### config.mk
export PLATFORM = sky130hd
export DESIGN_NAME = burst_seq
export DESIGN_NICKNAME = d
export VERILOG_FILES = /design/src/rtl/burst_seq_pkg.sv /design/src/rtl/burst_cmd_decode.sv /design/src/rtl/burst_lane_order.sv /design/src/rtl/burst_state.sv /design/src/rtl/burst_seq.sv
export SDC_FILE = /design/constraint.sdc
export NUM_CORES = 1
export LEC_CHECK = 0
export BUFFER_PORTS_ARGS = -buffer_cell sky130_fd_sc_hd__buf_2
export CORE_MARGIN = 2
export CORE_UTILIZATION = 35
export DETAILED_ROUTE_END_ITERATION = 7
export PLACE_DENSITY = 0.68
export SYNTH_ARGS = -nofsm -noshare
export SYNTH_HDL_FRONTEND = slang
export SYNTH_SLANG_ARGS = --single-unit
export TNS_END_PERCENT = 10
### constraint.sdc
create_clock -name clk -period 1.4 [get_ports clk]
set_input_delay 0.21 -clock clk [delete_from_list [all_inputs] [get_ports clk]]
set_output_delay 0.21 -clock clk [all_outputs]
set_load 0.03 [all_outputs]
### src/rtl/burst_seq_pkg.sv
// Package: shared helpers for the burst sequencer.
// Assumes a four-beat burst group, so the beat index is two bits wide.
package burst_seq_pkg;

    localparam int BEAT_W = 2;

    typedef logic [BEAT_W-1:0] beat_t;

    // Low address bits for beat n from start s in the selected order.
    function automatic beat_t beat_order(input beat_t s, input beat_t n, input logic ilv);
        return ilv ? (s ^ n) : beat_t'(s + n);
    endfunction

endpackage

### src/rtl/burst_cmd_decode.sv
// Module: burst_cmd_decode
// Turns the sampled control pins into one of load, step or stop.
// Assumes the caller provides the current burst-active state. A step
// request with no active burst is folded into stop.
module burst_cmd_decode (
    input  logic ld_n,
    input  logic ctl_rw,
    input  logic active,
    output logic is_load,
    output logic is_step,
    output logic is_stop
);

    // Purpose: classify the current cycle.
    always_comb begin
        is_load = !ld_n;
        is_step = ld_n && ctl_rw && active;
        is_stop = ld_n && !(ctl_rw && active);
    end

endmodule

### src/rtl/burst_lane_order.sv
// Module: burst_lane_order
// Computes one beat address lane: upper bits pass through, and the low
// bits follow the burst order for (index + OFFS).
// Assumes a two-bit beat index that wraps modulo 4.
module burst_lane_order #(
    parameter int ADDR_W = 18,
    parameter int OFFS   = 0
) (
    input  logic [ADDR_W-3:0] upper,
    input  logic [1:0]        start,
    input  logic [1:0]        idx,
    input  logic              ilv,
    output logic [ADDR_W-1:0] addr
);
    import burst_seq_pkg::*;

    localparam beat_t LANE_OFFS = beat_t'(OFFS);

    // Purpose: join fixed upper bits with ordered low bits.
    always_comb begin
        addr = {upper, beat_order(start, beat_t'(idx + LANE_OFFS), ilv)};
    end

endmodule

### src/rtl/burst_state.sv
// Module: burst_state
// Holds the burst context: upper address, start bits, beat index, latched
// modes and the one-clock-delayed read output enable.
// Assumes exactly one of load/step/stop is high in each cycle.
module burst_state #(
    parameter int ADDR_W = 18
) (
    input  logic              clk,
    input  logic              rst_n,
    input  logic              is_load,
    input  logic              is_step,
    input  logic              is_stop,
    input  logic [ADDR_W-1:0] addr_in,
    input  logic              ctl_rw,
    input  logic              ctl_sdr,
    input  logic              order_ilv,
    output logic              active,
    output logic              wr,
    output logic              ddr,
    output logic              ilv,
    output logic [ADDR_W-3:0] upper,
    output logic [1:0]        start,
    output logic [1:0]        idx,
    output logic              oe
);

    // Purpose: read enable trails the active read burst by one clock.
    always_ff @(posedge clk) begin
        if (!rst_n) oe <= 1'b0;
        else        oe <= active && !wr;
    end

    // Purpose: update the burst context from the decoded command.
    always_ff @(posedge clk) begin
        if (!rst_n) begin
            active <= 1'b0;
            wr     <= 1'b0;
            ddr    <= 1'b0;
            ilv    <= 1'b0;
            upper  <= '0;
            start  <= '0;
            idx    <= '0;
        end else if (is_load) begin
            active <= 1'b1;
            wr     <= !ctl_rw;
            ddr    <= !ctl_sdr;
            ilv    <= order_ilv;
            upper  <= addr_in[ADDR_W-1:2];
            start  <= addr_in[1:0];
            idx    <= '0;
        end else if (is_step) begin
            idx    <= idx + (ddr ? 2'd2 : 2'd1);
        end else if (is_stop) begin
            active <= 1'b0;
        end
    end

    assert_load_capture_R2: assert property (@(posedge clk) disable iff (!rst_n)
        is_load |=> (active && start == $past(addr_in[1:0]) && upper == $past(addr_in[ADDR_W-1:2])
                     && idx == 2'd0 && wr == !$past(ctl_rw) && ddr == !$past(ctl_sdr)));

    assert_modes_held_R11: assert property (@(posedge clk) disable iff (!rst_n)
        is_step |=> ($stable(wr) && $stable(ddr) && $stable(ilv) && $stable(start)));

    assert_stop_idle_R8: assert property (@(posedge clk) disable iff (!rst_n)
        is_stop |=> !active);

    assert_oe_trails_R10: assert property (@(posedge clk) disable iff (!rst_n)
        !active |=> !oe);

endmodule

### src/rtl/burst_seq.sv
// Module: burst_seq (top)
// Burst command decoder and four-beat address sequencer. Samples the
// control pins on each rising edge and drives the current and paired beat
// addresses, the latched operation and rate, and a read output enable.
// Assumes ADDR_W >= 3 so that at least one upper address bit exists.
module burst_seq #(
    parameter int ADDR_W = 18
) (
    input  logic              clk,
    input  logic              rst_n,
    input  logic              ld_n,
    input  logic              ctl_rw,
    input  logic              ctl_sdr,
    input  logic              order_ilv,
    input  logic [ADDR_W-1:0] addr_in,
    output logic [ADDR_W-1:0] beat_addr,
    output logic [ADDR_W-1:0] beat_addr_pair,
    output logic              burst_active,
    output logic              op_write,
    output logic              op_ddr,
    output logic              out_en
);

    localparam int LANES = 2;

    logic              is_load, is_step, is_stop;
    logic              ilv_q;
    logic [ADDR_W-3:0] upper_q;
    logic [1:0]        start_q, idx_q;
    logic [ADDR_W-1:0] lane_addr [LANES];

    burst_cmd_decode u_dec (
        .ld_n    (ld_n),
        .ctl_rw  (ctl_rw),
        .active  (burst_active),
        .is_load (is_load),
        .is_step (is_step),
        .is_stop (is_stop)
    );

    burst_state #(.ADDR_W(ADDR_W)) u_st (
        .clk       (clk),
        .rst_n     (rst_n),
        .is_load   (is_load),
        .is_step   (is_step),
        .is_stop   (is_stop),
        .addr_in   (addr_in),
        .ctl_rw    (ctl_rw),
        .ctl_sdr   (ctl_sdr),
        .order_ilv (order_ilv),
        .active    (burst_active),
        .wr        (op_write),
        .ddr       (op_ddr),
        .ilv       (ilv_q),
        .upper     (upper_q),
        .start     (start_q),
        .idx       (idx_q),
        .oe        (out_en)
    );

    // One order lane per beat transferred in a cycle (rising, falling).
    for (genvar g = 0; g < LANES; g++) begin : g_lane
        burst_lane_order #(.ADDR_W(ADDR_W), .OFFS(g)) u_lane (
            .upper (upper_q),
            .start (start_q),
            .idx   (idx_q),
            .ilv   (ilv_q),
            .addr  (lane_addr[g])
        );
    end

    // Purpose: route lanes to the output ports.
    always_comb begin
        beat_addr      = lane_addr[0];
        beat_addr_pair = lane_addr[1];
    end

    assert_one_cmd_R9: assert property (@(posedge clk) disable iff (!rst_n)
        $onehot({is_load, is_step, is_stop}));

    assert_idle_cont_R9: assert property (@(posedge clk) disable iff (!rst_n)
        (!burst_active && ld_n) |=> (!burst_active && $stable(beat_addr)));

    assert_upper_hold_R7: assert property (@(posedge clk) disable iff (!rst_n)
        is_step |=> ($stable(beat_addr[ADDR_W-1:2]) && $stable(beat_addr_pair[ADDR_W-1:2])));

    assert_linear_sdr_step_R4: assert property (@(posedge clk) disable iff (!rst_n)
        (is_step && !ilv_q && !op_ddr) |=> (beat_addr[1:0] == 2'($past(beat_addr[1:0]) + 2'd1)));

    assert_ddr_step_R5: assert property (@(posedge clk) disable iff (!rst_n)
        (is_step && !ilv_q && op_ddr) |=> (beat_addr[1:0] == 2'($past(beat_addr[1:0]) + 2'd2)));

endmodule

Word-level counts from Yosys, hierarchy flattened
Index checks and enable logic that the tools add are counted.
{"block": "op_classes", "n_eq_ne": 2, "muxes": 6, "bitwise_logic": 2, "addsub": 4, "n_reduce_logical": 11}
{"operator": "2-bit adder", "count": 3}
{"operator": "2-bit 2-to-1 mux", "count": 3}
{"operator": "1-bit logical AND", "count": 5}
{"operator": "1-bit logical NOT", "count": 4}
{"operator": "2-bit AND reduction", "count": 2}
{"operator": "2-bit bitwise XOR", "count": 2}
{"operator": "1-bit 2-to-1 mux", "count": 3}
{"operator": "2-bit by 1-bit adder with 2-bit output (second input constant)", "count": 1}
{"operator": "2-bit by 1-bit inequality test with 1-bit output (second input constant)", "count": 1}
{"operator": "2-bit inequality test (second input constant)", "count": 1}
{"block": "totals", "register_bits": 25, "out_inout_bits": 40, "in_bits": 24}

Depth between registers and ports, before layout
{"block": "depth", "word_depth": 6, "mapped_depth": 5}

Modules after synthesis
A second synthesis with hierarchy kept.
{"block": "unflattened", "hier_cells": 131, "hier_area_um2": 1351.3}
{"mod": "burst_state", "seq_area_each_um2": 500.5, "area_per_inst_um2": 988.4, "instances": 1, "cells_each": 86}
{"mod": "burst_lane_order at g_lane[1].u_lane", "seq_area_each_um2": 0.0, "area_per_inst_um2": 185.2, "instances": 1, "cells_each": 22}
{"mod": "burst_lane_order at g_lane[0].u_lane", "seq_area_each_um2": 0.0, "area_per_inst_um2": 156.4, "instances": 1, "cells_each": 20}
{"mod": "burst_cmd_decode", "seq_area_each_um2": 0.0, "area_per_inst_um2": 21.3, "instances": 1, "cells_each": 3}

Least setup slack after synthesis
No wires, ideal clock.
{"block": "synth_path", "path_type": "register -> output", "from": "reg u_st.idx[0]", "to": "out beat_addr_pair[1]", "t_arrival_ps": 1387, "setup_slack_ps": -197, "stages_incl_launch_ff": 6, "path_buffers": 0, "path_cell_list": "dfxtp_1 -> inv_1 -> ha_1 -> nor2b_1 -> xnor2_1 -> xnor2_1"}
{"block": "synth_via", "elab_chain_cells": 3, "elab_cells_between_ends": 4}
{"item": "start: declaration", "line": "burst_state.sv:23", "text": "output logic [1:0] idx,"}
{"item": "start signal: assignment", "line": "burst_state.sv:52", "text": "idx <= idx + (ddr ? 2'd2 : 2'd1);"}
{"item": "2-bit by 1-bit adder with 2-bit output *", "line": "burst_lane_order.sv:21", "text": "addr = {upper, beat_order(start, beat_t'(idx + LANE_OFFS), ilv)};"}
{"item": "2-bit adder / 2-bit bitwise XOR (equally long branches)", "line": "burst_seq_pkg.sv:11", "text": "return ilv ? (s ^ n) : beat_t'(s + n);"}
{"item": "2-bit 2-to-1 mux *", "line": "burst_seq_pkg.sv:11"}
{"item": "end: declaration", "line": "burst_seq.sv:17", "text": "output logic [ADDR_W-1:0] beat_addr_pair,"}
Mark *: on every way between the ends. The rest lies on a longest branch, timed or not.

Worst setup path after layout
Ends and elaborated chain as after synthesis.

==> impl_results.md <==
* Compound-gate portion of the synthesized area at 2.83%
* P&R area growth vs syn at 35.2%
* Setup crit start kind: register
* Core area at between 3000 and 4000 um^2
* Final hold violation count at 0
* #FFs+latches synth at 25
* Worst-path fanout max at 2
* Setup TNS at -0.437 ns
* Post-DP HPWL at between 1500 and 2000 um
* Gr usage total at 12.3%
* Syn Nets at between 100 and 150
* Crit path time final at approximately 1.7 ns
* Most used cell, CP: xnor2_2
* Die H at just over 60 um
* Arr. time, crit path at between 1 and 1.5 ns
* WL per Instance at around 11 um
* Worst path max stage delay at 0.36 ns
* Max-cap viol count at 0
* Hold Path Class: in -> reg
* Tot Pwr at between 1.5 and 2 mW
* Critical-path top delay cell: dfxtp_2
* Largest family of logic cells by synthesized area: multiplexers
* ANT nets after route at 0
* Die ar. at 3760 um^2
* Yosys warnings at 0
* Placed cells at between 200 and 250
* Final #Nets at 192
* Vias in the first global route at roughly 770
* Max VDD drop at between 0.0005 and 0.0006 V
* Distinct cells, synth at 16
* Total gr overflow at 0
* Setup violators final at 2
* DRT iter0 DRCs at 15
* Buf+Inv Stages, Crit Path at 2
* Detailed-route via count at about 880
* CP endpoint kind: output pin
* Clock root cell: clkbuf_4
* Clk_lat worst skew at about 0.31 ns
* Antenna violations before repair at 0
* Status: finished, violations left
* Die X-Extent at ~61 um
* Cts bufs inserted at 3
* Avg Cell Area, Syn at slightly above 10 um^2
* Final Max Slew Viols at 0
* CTS clk-pin slew, worst paths at 0.14 ns
* H-tree Lvls at 1
* Setup repair bufs after CTS at 0
* Initial core utilization at a little under two fifths
* Final WL at around 2300 um
* Req. time, crit path at between 1 and 1.5 ns
* Crit share post-route at 119%
* Crit path cell chain: inv_2, ha_4, nor2b_4, xnor2_2, xnor2_2, buf_6
* Io pins at 64
* Synth Area in Simple Gates at ~16%
* Skew final at around 0.00038 ns
* Power per cell area at between 900 and 1000 nW/um^2
* Slew of the pin with the lowest slew margin at between 0.3 and 0.4 ns
* N_diodes at 0
* Synth Cell Area at roughly 1100 um^2
* DR pass1 iterations at 4
* Sequential fraction of the synthesis area at a little over two fifths
* Worst path top cell family by delay: flip-flops
* Largest net degree at the start of global routing at 26
* Share of cells above drive strength 1 at roughly half
* Final WS setup at -0.260 ns
* XOR/XNOR Fraction of Synth Area at under 10%
* Clock buffer depth at 2
* Failing checks: setup timing
* Hold slack final at 0.141 ns
* CTS tree: built
* WS Path Type: reg -> out
* DR vias/cell at 4.24
* DR DRC count at 0
* Reg2Reg Setup Slack at 0.11 ns
* Slew headroom at 78.3%
* Clock sink count at 25
* First-pass GRT wire length at between 3000 and 4000 um
* Mapped Cells at around 110
* GPL Wtd Cong at 0.655
* FMAX at about 600 MHz
* Leak at 0.798 nW
* RSZ-0062 raised after global routing: true
* Mux share of post-synthesis cell area at between 15 and 20%
* Num rows at 20
* Layout Cells excl Fill at approximately 210
* Buffers on Ports at 63
* Synth Area in Adders at under 10%
[worst register-to-register path, cell delays in order, from the launching register on]
cell and delay [ns]:
dfxtp_2 0.35, buf_6 0.12, ha_1 0.19, xnor2_1 0.13
or3_1 0.30, a21oi_1 0.14
[stage by stage]
stage          utilization, %  worst slack (ns)  cell area (um^2)
6_report                 50.4            -0.260              1550
5_1_grt                  50.4            -0.340              1550
4_1_cts                  48.5            -0.288              1490
3_5_place_dp             46.4           -0.0313              1430
3_3_place_gp             46.4           -0.0123              1430
2_1_floorplan               -           -0.0199              1160
[path summary, 6_finish.rpt]
kind | from | end | depth (start not counted)
hold reg to reg | u_st.active | u_st.idx[0] | 2
setup / recovery | u_st.idx[0] | beat_addr_pair[1] | 6
setup reg to reg | u_st.idx[0] | u_st.idx[1] | 5
hold / removal | addr_in[15] | u_st.upper[13] | 3
[power by group]
group | internal (mW) | switching (mW)
clock | 0.107 | 0.211
combinational | 0.165 | 0.244
sequential | 0.752 | 0.0292
[placed cells by master, fill, tap and decap left out, drive strengths merged]
cell,n
inv,3
a21oi,2
and2,2
xnor2,5
and3b,1
or3,1
ha,3
buf,68
clkbuf,3
clkinv,1
o21ai,3
mux2i,19
nand2,5
a21boi,1
dfxtp,25
nor2b,21
nand3,1
[final cells by class]
| class | instances | area (um^2) |
|---|---|---|
| clock buffers | 3 | 22.5 |
| repair buffers | 68 | 398 |
| fillers | 284 | 1530 |
| inverters | 3 | 11.3 |
| well taps | 44 | 55.1 |
| multi-input cells | 64 | 557 |
| clock inverters | 1 | 5.00 |
| flip-flops and latches | 25 | 504 |
[flip-flops by register name (all words and copies together) (netlist names)]
| signal | count |
|---|---|
| u_st.active | 1 |
| u_st.ddr | 1 |
| u_st.idx | 2 |
| u_st.ilv | 1 |
| u_st.oe | 1 |
| u_st.start | 2 |
| u_st.upper | 16 |
| u_st.wr | 1 |
[layer usage]
metal  part of all wire [%]  vias up  global-route usage (%)  wire length (um)
li1                       -      455                       -                 -
met1                     42      385                    14.3               949
met2                     50       39                    21.0              1130
met3                    7.1        2                    1.89               160
met4                    1.2        0                    7.45                27
met5                      0        -                       0                 0
[cell families (layout without fill, tap and decap cells)]
family	after synthesis	after routing
and+or+nand+nor	31	31
muxes	19	19
AOI/OAI and AO/OA	6	6
buffers and inverters	24	75
xor gates and xnor gates	5	5
DFF	25	25
adders and majority gates	3	3
[synthesized netlist by cell type (all sizes together)]
master  number  area share, %
and3b        1           0.76
a21boi       1           0.65
clkbuf       2           0.65
ha           3            3.3
nor2b       21             11
mux2i       19             17
inv          3           0.98
and2         2            1.1
or3          1           0.55
buf         19             12
dfxtp       25             44
o21ai        3            1.3
xnor2        5            3.8
nand2        5            1.6
nand3        1           0.44
a21oi        2           0.87
[repair_timing]
action | CTS | global route
hold endpoints to repair | 0 | 0
pin swaps | 2 | 4
resized for setup | 10 | 13
hold buffers | 0 | 0
endpoints found under the setup margin | 4 | 4
Note: power is estimated with default switching activity, not from simulation.
